`src/rtl/mrc_pkg.sv`:
```
package mrc_pkg;
   typedef enum logic [3:0] {
      ST_IDLE,
      ST_DETECT,
      ST_VICTIM,
      ST_WB,
      ST_REQ,
      ST_WAIT,
      ST_XFER,
      ST_FILL,
      ST_RESUME
   } mrc_state_e;
endpackage

```
`src/rtl/mrc_beat_counter.sv`:
```
// Counts cycles inside a beat and beats inside a line.
module mrc_beat_counter #(
   parameter int NBEATS   = 4,
   parameter int BEAT_CYC = 2,
   parameter int IDX_W    = 2
) (
   input  logic             clk,
   input  logic             rst,
   input  logic             clr,
   input  logic             run,
   input  logic             take,
   output logic [IDX_W-1:0] beat_idx,
   output logic             beat_end,
   output logic             last_beat
);
   localparam int SUB_W = (BEAT_CYC > 1) ? $clog2(BEAT_CYC) : 1;

   logic             ripe;
   logic [IDX_W-1:0] idx_q;

   generate
      if (BEAT_CYC == 1) begin : g_single
         assign ripe = 1'b1;
      end else begin : g_multi
         logic [SUB_W-1:0] sub_q;
         always_ff @(posedge clk) begin
            if (rst || clr)
               sub_q <= '0;
            else if (run) begin
               if (beat_end)
                  sub_q <= '0;
               else if (sub_q != SUB_W'(BEAT_CYC - 1))
                  sub_q <= sub_q + 1'b1;
            end
         end
         assign ripe = (sub_q == SUB_W'(BEAT_CYC - 1));
      end
   endgenerate

   assign beat_end  = run && ripe && take;
   assign last_beat = (idx_q == IDX_W'(NBEATS - 1));
   assign beat_idx  = idx_q;

   always_ff @(posedge clk) begin
      if (rst || clr)
         idx_q <= '0;
      else if (beat_end)
         idx_q <= last_beat ? '0 : idx_q + 1'b1;
   end
endmodule

```
`src/rtl/mrc_line_buffer.sv`:
```
// Gathers incoming beats into one line, beat k into slot k.
module mrc_line_buffer #(
   parameter int NBEATS = 4,
   parameter int BEAT_W = 128,
   parameter int IDX_W  = 2
) (
   input  logic                     clk,
   input  logic                     wr_en,
   input  logic [IDX_W-1:0]         wr_idx,
   input  logic [BEAT_W-1:0]        wr_data,
   output logic [NBEATS*BEAT_W-1:0] line
);
   generate
      for (genvar k = 0; k < NBEATS; k++) begin : g_slot
         logic [BEAT_W-1:0] slot_q;
         always_ff @(posedge clk) begin
            if (wr_en && (wr_idx == IDX_W'(k)))
               slot_q <= wr_data;
         end
         assign line[k*BEAT_W +: BEAT_W] = slot_q;
      end
   endgenerate
endmodule

```
`src/rtl/mrc_wb_slicer.sv`:
```
// Selects one outgoing beat out of the captured victim line.
module mrc_wb_slicer #(
   parameter int NBEATS = 4,
   parameter int BEAT_W = 128,
   parameter int IDX_W  = 2
) (
   input  logic [NBEATS*BEAT_W-1:0] line,
   input  logic [IDX_W-1:0]         idx,
   output logic [BEAT_W-1:0]        beat
);
   logic [BEAT_W-1:0] slices [NBEATS];

   generate
      for (genvar k = 0; k < NBEATS; k++) begin : g_slice
         assign slices[k] = line[k*BEAT_W +: BEAT_W];
      end
   endgenerate

   assign beat = slices[idx];
endmodule

```
`src/rtl/miss_refill_ctrl.sv`:
```
module miss_refill_ctrl #(
   parameter int ADDR_W     = 32,
   parameter int LINE_BYTES = 64,
   parameter int BUS_BYTES  = 16,
   parameter int BEAT_CYC   = 2,
   parameter int REQ_LAT    = 10
) (
   input  logic                    clk,
   input  logic                    rst,
   input  logic                    miss_valid,
   output logic                    miss_ready,
   input  logic [ADDR_W-1:0]       miss_addr,
   input  logic                    victim_dirty,
   input  logic [ADDR_W-1:0]       victim_addr,
   input  logic [LINE_BYTES*8-1:0] victim_line,
   output logic                    busy,
   output logic                    wb_valid,
   input  logic                    wb_ready,
   output logic [ADDR_W-1:0]       wb_addr,
   output logic [$clog2(LINE_BYTES/BUS_BYTES)-1:0] wb_beat,
   output logic [BUS_BYTES*8-1:0]  wb_data,
   output logic                    req_valid,
   output logic [ADDR_W-1:0]       req_addr,
   input  logic [BUS_BYTES*8-1:0]  rsp_data,
   output logic                    fill_we,
   output logic [ADDR_W-1:0]       fill_addr,
   output logic [LINE_BYTES*8-1:0] fill_line,
   output logic                    fill_valid,
   output logic                    fill_dirty,
   output logic                    resume
);
   import mrc_pkg::*;

   localparam int LINE_W = LINE_BYTES * 8;
   localparam int BEAT_W = BUS_BYTES * 8;
   localparam int NBEATS = LINE_BYTES / BUS_BYTES;
   localparam int IDX_W  = $clog2(NBEATS);
   localparam int LAT_W  = $clog2(REQ_LAT);
   localparam logic [ADDR_W-1:0] ALIGN_MASK = ~ADDR_W'(LINE_BYTES - 1);

   // elaboration-time parameter checks
   generate
      if (LINE_BYTES % BUS_BYTES != 0) begin : g_bad_ratio
         $error("line size must be a whole number of bus beats");
      end
      if (NBEATS < 2 || (NBEATS & (NBEATS - 1)) != 0) begin : g_bad_beats
         $error("beat count must be a power of two, at least 2");
      end
      if ((LINE_BYTES & (LINE_BYTES - 1)) != 0) begin : g_bad_line
         $error("line size must be a power of two");
      end
      if (REQ_LAT < 2) begin : g_bad_lat
         $error("request latency must be at least 2 cycles");
      end
      if (BEAT_CYC < 1) begin : g_bad_cyc
         $error("a beat needs at least one cycle");
      end
   endgenerate

   mrc_state_e           state_q, state_d;
   logic [ADDR_W-1:0]    addr_q, vaddr_q;
   logic                 vdirty_q;
   logic [LINE_W-1:0]    vline_q;
   logic [LAT_W-1:0]     lat_q;
   logic [IDX_W-1:0]     beat_idx;
   logic                 beat_end, last_beat;
   logic                 accept;

   assign accept = miss_valid && (state_q == ST_IDLE);

   mrc_beat_counter #(.NBEATS(NBEATS), .BEAT_CYC(BEAT_CYC), .IDX_W(IDX_W)) u_cnt (
      .clk      (clk),
      .rst      (rst),
      .clr      ((state_q == ST_VICTIM) || (state_q == ST_REQ)),
      .run      ((state_q == ST_WB) || (state_q == ST_XFER)),
      .take     ((state_q == ST_WB) ? wb_ready : 1'b1),
      .beat_idx (beat_idx),
      .beat_end (beat_end),
      .last_beat(last_beat)
   );

   mrc_line_buffer #(.NBEATS(NBEATS), .BEAT_W(BEAT_W), .IDX_W(IDX_W)) u_buf (
      .clk    (clk),
      .wr_en  ((state_q == ST_XFER) && beat_end),
      .wr_idx (beat_idx),
      .wr_data(rsp_data),
      .line   (fill_line)
   );

   mrc_wb_slicer #(.NBEATS(NBEATS), .BEAT_W(BEAT_W), .IDX_W(IDX_W)) u_slc (
      .line(vline_q),
      .idx (beat_idx),
      .beat(wb_data)
   );

   always_comb begin
      state_d = state_q;
      unique case (state_q)
         ST_IDLE:   if (accept) state_d = ST_DETECT;
         ST_DETECT: state_d = ST_VICTIM;
         ST_VICTIM: state_d = vdirty_q ? ST_WB : ST_REQ;
         ST_WB:     if (beat_end && last_beat) state_d = ST_REQ;
         ST_REQ:    state_d = ST_WAIT;
         ST_WAIT:   if (lat_q == LAT_W'(REQ_LAT - 2)) state_d = ST_XFER;
         ST_XFER:   if (beat_end && last_beat) state_d = ST_FILL;
         ST_FILL:   state_d = ST_RESUME;
         ST_RESUME: state_d = ST_IDLE;
         default:   state_d = ST_IDLE;
      endcase
   end

   always_ff @(posedge clk) begin
      if (rst) begin
         state_q  <= ST_IDLE;
         vdirty_q <= 1'b0;
         lat_q    <= '0;
      end else begin
         state_q <= state_d;
         if (accept) begin
            addr_q   <= miss_addr;
            vaddr_q  <= victim_addr;
            vdirty_q <= victim_dirty;
            vline_q  <= victim_line;
         end
         if (state_q == ST_REQ)
            lat_q <= '0;
         else if (state_q == ST_WAIT)
            lat_q <= lat_q + 1'b1;
      end
   end

   assign miss_ready = (state_q == ST_IDLE);
   assign busy       = (state_q != ST_IDLE);
   assign wb_valid   = (state_q == ST_WB);
   assign wb_addr    = vaddr_q & ALIGN_MASK;
   assign wb_beat    = beat_idx;
   assign req_valid  = (state_q == ST_REQ);
   assign req_addr   = addr_q & ALIGN_MASK;
   assign fill_we    = (state_q == ST_FILL);
   assign fill_addr  = addr_q & ALIGN_MASK;
   assign fill_valid = fill_we;
   assign fill_dirty = 1'b0;
   assign resume     = (state_q == ST_RESUME);

   AST_ACCEPT_GOES_BUSY: assert property (@(posedge clk) disable iff (rst)
      miss_valid && miss_ready |=> busy && !req_valid && !wb_valid);
   AST_BUSY_UNTIL_RESUME: assert property (@(posedge clk) disable iff (rst)
      busy && !resume |=> busy && !miss_ready);
   AST_REQ_ONE_CYCLE: assert property (@(posedge clk) disable iff (rst)
      req_valid |=> !req_valid && !fill_we);
   AST_WB_HOLD_BEAT: assert property (@(posedge clk) disable iff (rst)
      wb_valid && !wb_ready |=> wb_valid && $stable(wb_beat));
   AST_WB_THEN_REQ: assert property (@(posedge clk) disable iff (rst)
      $fell(wb_valid) |-> req_valid);
   AST_FILL_THEN_RESUME: assert property (@(posedge clk) disable iff (rst)
      fill_we |=> resume && !fill_we);
   AST_RESUME_ONE_CYCLE: assert property (@(posedge clk) disable iff (rst)
      resume |=> !resume && miss_ready && !busy);
endmodule

```
`config.mk`:
```
export PLATFORM = sky130hd
export DESIGN_NAME = miss_refill_ctrl
export DESIGN_NICKNAME = d
export VERILOG_FILES = /design/src/rtl/mrc_pkg.sv /design/src/rtl/mrc_beat_counter.sv /design/src/rtl/mrc_line_buffer.sv /design/src/rtl/mrc_wb_slicer.sv /design/src/rtl/miss_refill_ctrl.sv
export SDC_FILE = /design/constraint.sdc
export NUM_CORES = 1
export LEC_CHECK = 0
export ABC_AREA = 1
export BUFFER_PORTS_ARGS = -buffer_cell sky130_fd_sc_hd__clkbuf_2
export CAP_MARGIN = 20
export CORE_AREA = 5 5 571 573
export CTS_CLUSTER_SIZE = 14
export DETAILED_ROUTE_END_ITERATION = 8
export DIE_AREA = 0 0 576 578
export HOLD_SLACK_MARGIN = 0.15
export PLACE_DENSITY_LB_ADDON = 0.3
export RECOVER_POWER = 50
export SLEW_MARGIN = 10
export SYNTH_ARGS = -nofsm -noshare
export SYNTH_HDL_FRONTEND = slang
export SYNTH_SLANG_ARGS = --single-unit
export TNS_END_PERCENT = 1
```
`constraint.sdc`:
```
create_clock -name clk -period 31.7 [get_ports clk]
set_input_delay 1.585 -clock clk [delete_from_list [all_inputs] [get_ports clk]]
set_output_delay 1.585 -clock clk [all_outputs]
set_load 0.01 [all_outputs]
```
**Word-level counts from Yosys, hierarchy flattened**

Cells that the tools add are included.

- Bits in read-only memories: 0
- Word-level logic and storage cells: 65
- Memories kept: 0
- Latch bits: 0
- Register bits after elaboration: 1,100
- Bits of input ports: 709
- Memory bits (writable): 0

- Add/subtract/negate cells: 3
- Eq/ne operators: 16
- $lt $le $gt $ge: 1
- Bitwise gates (word level): 2
- Shift operators: 0
- Multipliers: 0
- Div/mod/pow operators: 0
- Multiplexer cells: 13
- Reduce and logical (&&, ||, !) cells: 18

Operator list:

| operator | number |
|---|---|
| $bmux 128 s2 | 1 |
| $mux 128 | 2 |
| $pmux 4 s8 | 1 |
| $eq 4x3->1 const B | 4 |
| $mux 4 | 4 |
| $logic_and 1x1->1 | 9 |
| $eq 4x2->1 const B | 2 |
| $eq 4x4->1 const B | 2 |
| $ne 2x1->1 const B | 3 |
| $add 4x1->4 const B | 1 |
| $eq 2x2->1 const B | 2 |
| $eq 4x1->1 const B | 1 |
| $logic_not 4->1 | 1 |
| $reduce_and 4->1 | 1 |
| $reduce_bool 4->1 | 1 |
| $ge 3x3->1 const B | 1 |
| $logic_or 1x1->1 | 3 |
| $mux 1 | 3 |
| $mux 3 | 1 |
| $not 2->3 | 1 |
| $add 2x1->2 const B | 1 |
| $eq 2x1->1 const B | 1 |
| $logic_not 2->1 | 1 |
| $mux 2 | 1 |
| 5 further kinds | 5 |

**Longest topological paths before layout**

- Depth in word-level cells: 7
- Depth in mapped cells: 10
- Gate-level depth less buffers: 10

**Hierarchy**

Synthesis repeated with hierarchy kept, for this count alone.

- Cell total of the unflattened synthesis: 2,732
- Area total of the unflattened synthesis: 39,585.5 um^2

By module, submodules not included:

| module | seq. area each (um^2) | area an instance (um^2) | cells an instance | times used |
|---|---|---|---|---|
| miss_refill_ctrl | 17,116.4 | 17,878.4 | 697 | 1 |
| mrc_line_buffer | 15,374.7 | 15,404.8 | 520 | 1 |
| mrc_wb_slicer | 0.0 | 6,154.7 | 1,495 | 1 |
| mrc_beat_counter | 60.1 | 147.6 | 20 | 1 |

**Least setup slack after synthesis**

No wires, ideal clock.

- Kind: input to register
- Start point: in miss_valid
- End point: reg addr_q[10] (enable)
- Buffers on the path: 0
- Library setup time: 1,503 ps
- Slack: 5,222 ps
- Data required time: 30,197 ps
- Arrival: 24,975 ps
- Cell stages on the path: 2
- Cells stage by stage: nand2_1 nor2_1

- Longest elaborated chain between the ends: 2

RTL lines:

| element | line | RTL |
|---|---|---|
| from (decl) | miss_refill_ctrl.sv:10 | `input logic miss_valid,` |
| $logic_and 1x1->1 | miss_refill_ctrl.sv:69 | `assign accept = miss_valid && (state_q == ST_IDLE);` |
| $reduce_and 2->1 (no line) | n/a |  |
| to (signal assigned) | miss_refill_ctrl.sv:120 | `addr_q <= miss_addr;` |
| to (decl) | miss_refill_ctrl.sv:61 | `logic [ADDR_W-1:0] addr_q, vaddr_q;` |

Every way passes these cells.
A chain may end at the register's enable or synchronous reset.

**Worst setup path in the final report**

- Start point: reg u_cnt.idx_q[0], in the netlist u_cnt.beat_idx[0]
- End point: out wb_data[125]

- Longest elaborated chain between the ends: 4

RTL lines:

| element | line | RTL |
|---|---|---|
| from (decl) | mrc_beat_counter.sv:19 | `logic [IDX_W-1:0] idx_q;` |
| from (signal assigned) | mrc_beat_counter.sv:48 | `idx_q <= last_beat ? '0 : idx_q + 1'b1;` |
| $not 2->3 (implied by the code) | mrc_wb_slicer.sv:19 | `assign beat = slices[idx];` |
| $bmux 128 s2 | mrc_wb_slicer.sv:19 |  |
| $mux 128 (implied by the code) (2 in series) | mrc_wb_slicer.sv:19 |  |
| to (decl) | miss_refill_ctrl.sv:21 | `output logic [BUS_BYTES*8-1:0] wb_data,` |

Every way passes these cells. The select of a mux whose other input is x is not followed.

==> impl_metrics.py <==
metrics = {
    "detailed_routing": {
        "drc": 0,
        "drt-initial-drc-count": 1706,
        "via_count": 24200,
        "firstDrtPassIters": 5,
        "totalWireLength_um": 190000,
        "post_drt_wl_per_cell_um": 24.5,
        "detail-route-antenna-nets": 0,
        "viasPerCell": 3.12,
    },
    "setup_path": {
        "rr_endpoint": "u_buf.g_slot[0].slot_q[53]",
        "r2r_start": "u_cnt.beat_idx[0]",
        "arrival_ps": 9300,
        "required_ps": 30120,
        "reg2reg_depth": 7,
        "cp-startpoint": "u_cnt.beat_idx[0]",
        "crit_type": "flop to output pin",
        "max_stage_delay_ps": 3890,
        "start_kind": "flop",
        "cp_common_cell": "buf_4",
        "crit_fanout": 101,
        "end_kind": "output pin",
        "ff2ff_setup_slack_ps": 21530,
        "worstPathCellList": "clkinvlp_2 -> buf_4 -> buf_4 -> nor2_1 -> o22ai_1 -> clkbuf_2",
        "cp_slowest_cell": "clkinvlp_2",
        "crit_path_end": "wb_data[125]",
    },
    "grt": {
        "grt_pass1_vias": 24800,
        "grt_pass1_wl_um": 242000,
        "gr-usage-all-layers": 0.107,
        "grt_max_degree": 136,
        "overflow": 0,
        "grt_antenna_before_repair": 133,
    },
    "logic_synthesis": {
        "synthCells": 1968,
        "syn-cell-area_um2": 37000,
        "avgSynthCellArea_um2": 18.8,
        "ys_seq_area_frac": 0.879,
        "ys_seq_elements": 1088,
        "yosys_warnings": 0,
        "ys_types": 33,
    },
    "timing": {
        "timing.setup.tns_ps": 0,
        "rsz0062_at_grt": "false",
        "timing_hold_violations_final": 0,
        "fmax_mhz": 91.8,
        "setup_viol": 0,
        "fin_crit_ps": 10890,
        "skew_ps": 38.9,
        "max_slew_margin": -1.57,
        "maxSlewViolCount": 361,
        "worstMarginPinSlew_ps": 3850,
        "post-route-period-util": 0.344,
    },
    "finish": {
        "syn_to_final_growth_pct": 42.0,
        "multi_input_area_um2": 3590,
        "drive_gt1_frac": 0.362,
        "nFillCells": 35500,
        "seqCellArea_um2": 32600,
        "final_nets": 4152,
    },
    "flow_run": {
        "max_cap_violations": 8,
    },
    "pwr": {
        "switching_share": 0.241,
        "p_leak_nw": 18.3,
        "ir_worst_vdd_mv": 0.0389,
        "p_comb_frac": 0.078,
        "p_clk_frac": 0.424,
        "p_per_area_nw_per_um2": 66.1,
        "p_int_mw": 2.64,
        "power_switching_mw": 0.837,
        "p_seq_frac": 0.498,
        "total_power_mw": 3.48,
    },
    "clocking": {
        "cts_tree": "yes",
        "htree_num_levels": 3,
        "cts.reportedPaths.clkPinSlew_ps": 60,
        "cts_inserted_buffers": 125,
        "cts_sinks": 1088,
        "cts_root_buf": "clkbuf_16",
        "cts_max_path_buffers": 4,
        "postCtsSetupRepairBufs": 0,
        "ctsResizeCount": 0,
        "insertion_delay_ps": 820,
        "cts_hold_buf": 0,
    },
    "floorplanning": {
        "io_pins": 1455,
        "coreArea_um2": 320000,
        "die_h_um": 578,
        "die_area_um2": 333000,
        "rows": 208,
        "start_util": 0.116,
        "die_w_um": 576,
    },
    "placed_design": {
        "portBuffers": 1423,
        "place_hpwl_um": 156000,
        "place_congestion": 0.850,
    },
    "hold_path": {
        "whs_path_depth": 2,
        "hold_path.class": "flop to flop",
    },
    "status": {
        "status": "complete, but fails checks",
        "violations": "capacitance limit, slew limit",
    },
}
-- worst max-delay path: cells and delay by family (launching register included) --
| kind | cells | cell delay, ps |
|---|---|---|
| AO/OA/AOI/OAI | 1 | 270 |
| AND/OR/NAND/NOR | 1 | 460 |
| buffers and inverters | 4 | 5870 |
| flip-flops | 1 | 1620 |
-- cells in the final DEF, fill, tap and decap left out, types with 16 or more instances in the layout --
cell type     n
clkbuf_1    403
edfxtp_1   1076
o21ai_1     101
inv_1        18
clkbuf_2   1051
conb_1       19
buf_4        25
clkbuf_16   127
o22ai_1     128
clkinv_2     19
o21ai_0     159
diode_2      17
nor2_1      272
bufinv_16    16
nand2_1      21
clkinv_1     20
-- layout make-up --
| class | instances | share of cell area |
|---|---|---|
| clock buffer | 158 | 0.0630 |
| clock inverter | 73 | 0.0159 |
| inverter | 25 | 0.00193 |
| timing repair buffer | 1454 | 0.131 |
| tap | 4200 | 0.100 |
| antenna | 17 | 0.000809 |
| multi-input combinational | 743 | 0.0683 |
| sequential | 1088 | 0.619 |
-- power groups by stage --
stage | logic, mW | clock network, mW | registers, mW
after floorplan | 0.108 | 0 | 1.87
after global placement | 0.287 | 0 | 1.76
after detailed placement | 0.289 | 0 | 1.76
after CTS | 0.290 | 1.52 | 1.73
after global routing | 0.295 | 1.58 | 1.74
final | 0.271 | 1.47 | 1.73
-- flip-flops by register name, summed over array words and instances (netlist names) --
signal / count
state_q: 4
addr_q: 26
vdirty_q: 1
u_cnt.beat_idx: 2
vaddr_q: 26
u_buf.g_slot.slot_q: 512
lat_q: 4
vline_q: 512
u_cnt.g_multi.sub_q: 1
-- worst min path at each step --
stage / from / end / slack [ps]
after CTS: vdirty_q / vdirty_q / 510
final: lat_q[1] / lat_q[1] / 520
after global placement: lat_q[1] / lat_q[1] / 500
after detailed placement: vdirty_q / vdirty_q / 510
after floorplan: vdirty_q / vdirty_q / 450
after global routing: vdirty_q / vdirty_q / 530
-- logic make-up (layout without fill, tap and decap cells) --
| family | count (synthesis) | in the layout | share of synthesized area |
|---|---|---|---|
| AND/OR/NAND/NOR | 322 | 322 | 0.0344 |
| AO/OA/AOI/OAI | 396 | 396 | 0.0580 |
| adder cells (fa/ha/maj) | 6 | 6 | 0.00203 |
| flip-flops | 1088 | 1088 | 0.879 |
| buffers and inverters | 155 | 1710 | 0.0264 |
| other | 1 | 36 | 0.000101 |
-- Yosys cell counts --
| library cell | instances | area [µm²] |
|---|---|---|
| edfxtp_1 | 1076 | 32300 |
| nor2_1 | 275 | 1030 |
| o21ai_0 | 158 | 791 |
| o22ai_1 | 128 | 801 |
| o21ai_1 | 102 | 510 |
| buf_4 | 65 | 488 |
| clkbuf_1 | 32 | 120 |
| nand2_1 | 21 | 78.8 |
| inv_1 | 19 | 71.3 |
| buf_6 | 17 | 191 |
| dfxtp_1 | 12 | 240 |
| nand3_1 | 10 | 50.1 |
| buf_2 | 8 | 40.0 |
| clkbuf_2 | 7 | 35.0 |
| ha_1 | 6 | 75.1 |
| a21oi_1 | 5 | 25.0 |
| nand2_2 | 5 | 31.3 |
| inv_2 | 4 | 15.0 |
| nor2_2 | 3 | 18.8 |
| nand3b_1 | 2 | 15.0 |
| a31o_2 | 1 | 8.76 |
| a31oi_1 | 1 | 6.26 |
| buf_1 | 1 | 3.75 |
| clkinv_2 | 1 | 5.00 |
| conb_1 | 1 | 3.75 |
| inv_4 | 1 | 6.26 |
| nand3_2 | 1 | 10.0 |
| nand4_1 | 1 | 6.26 |
| nor2_4 | 1 | 11.3 |
| nor3_1 | 1 | 5.00 |
| nor3_2 | 1 | 10.0 |
| nor4_1 | 1 | 6.26 |
| o211ai_1 | 1 | 7.51 |
-- stage by stage --
step	cell area, µm²	worst slack (ps)	util	instances	hold WS (ps)
after CTS	53000	25190	0.166	7741	515
final	52600	20810	0.164	7758	516
after global placement	48900	25110	0.153	7510	497
after global routing	52500	20150	0.164	7745	532
after detailed placement	48900	25060	0.153	7510	505
after floorplan	37100	5220	-	1986	447
-- layer usage --
layer | share of wire | vias up | GRT usage
met4 | 0.037 | 66 | 0.0321
met1 | 0.37 | 11800 | 0.121
met3 | 0.10 | 370 | 0.0439
met5 | 0.0021 | - | 0
met2 | 0.49 | 1444 | 0.186
li1 | - | 10500 | -
(Power assumes the default switching activity.)
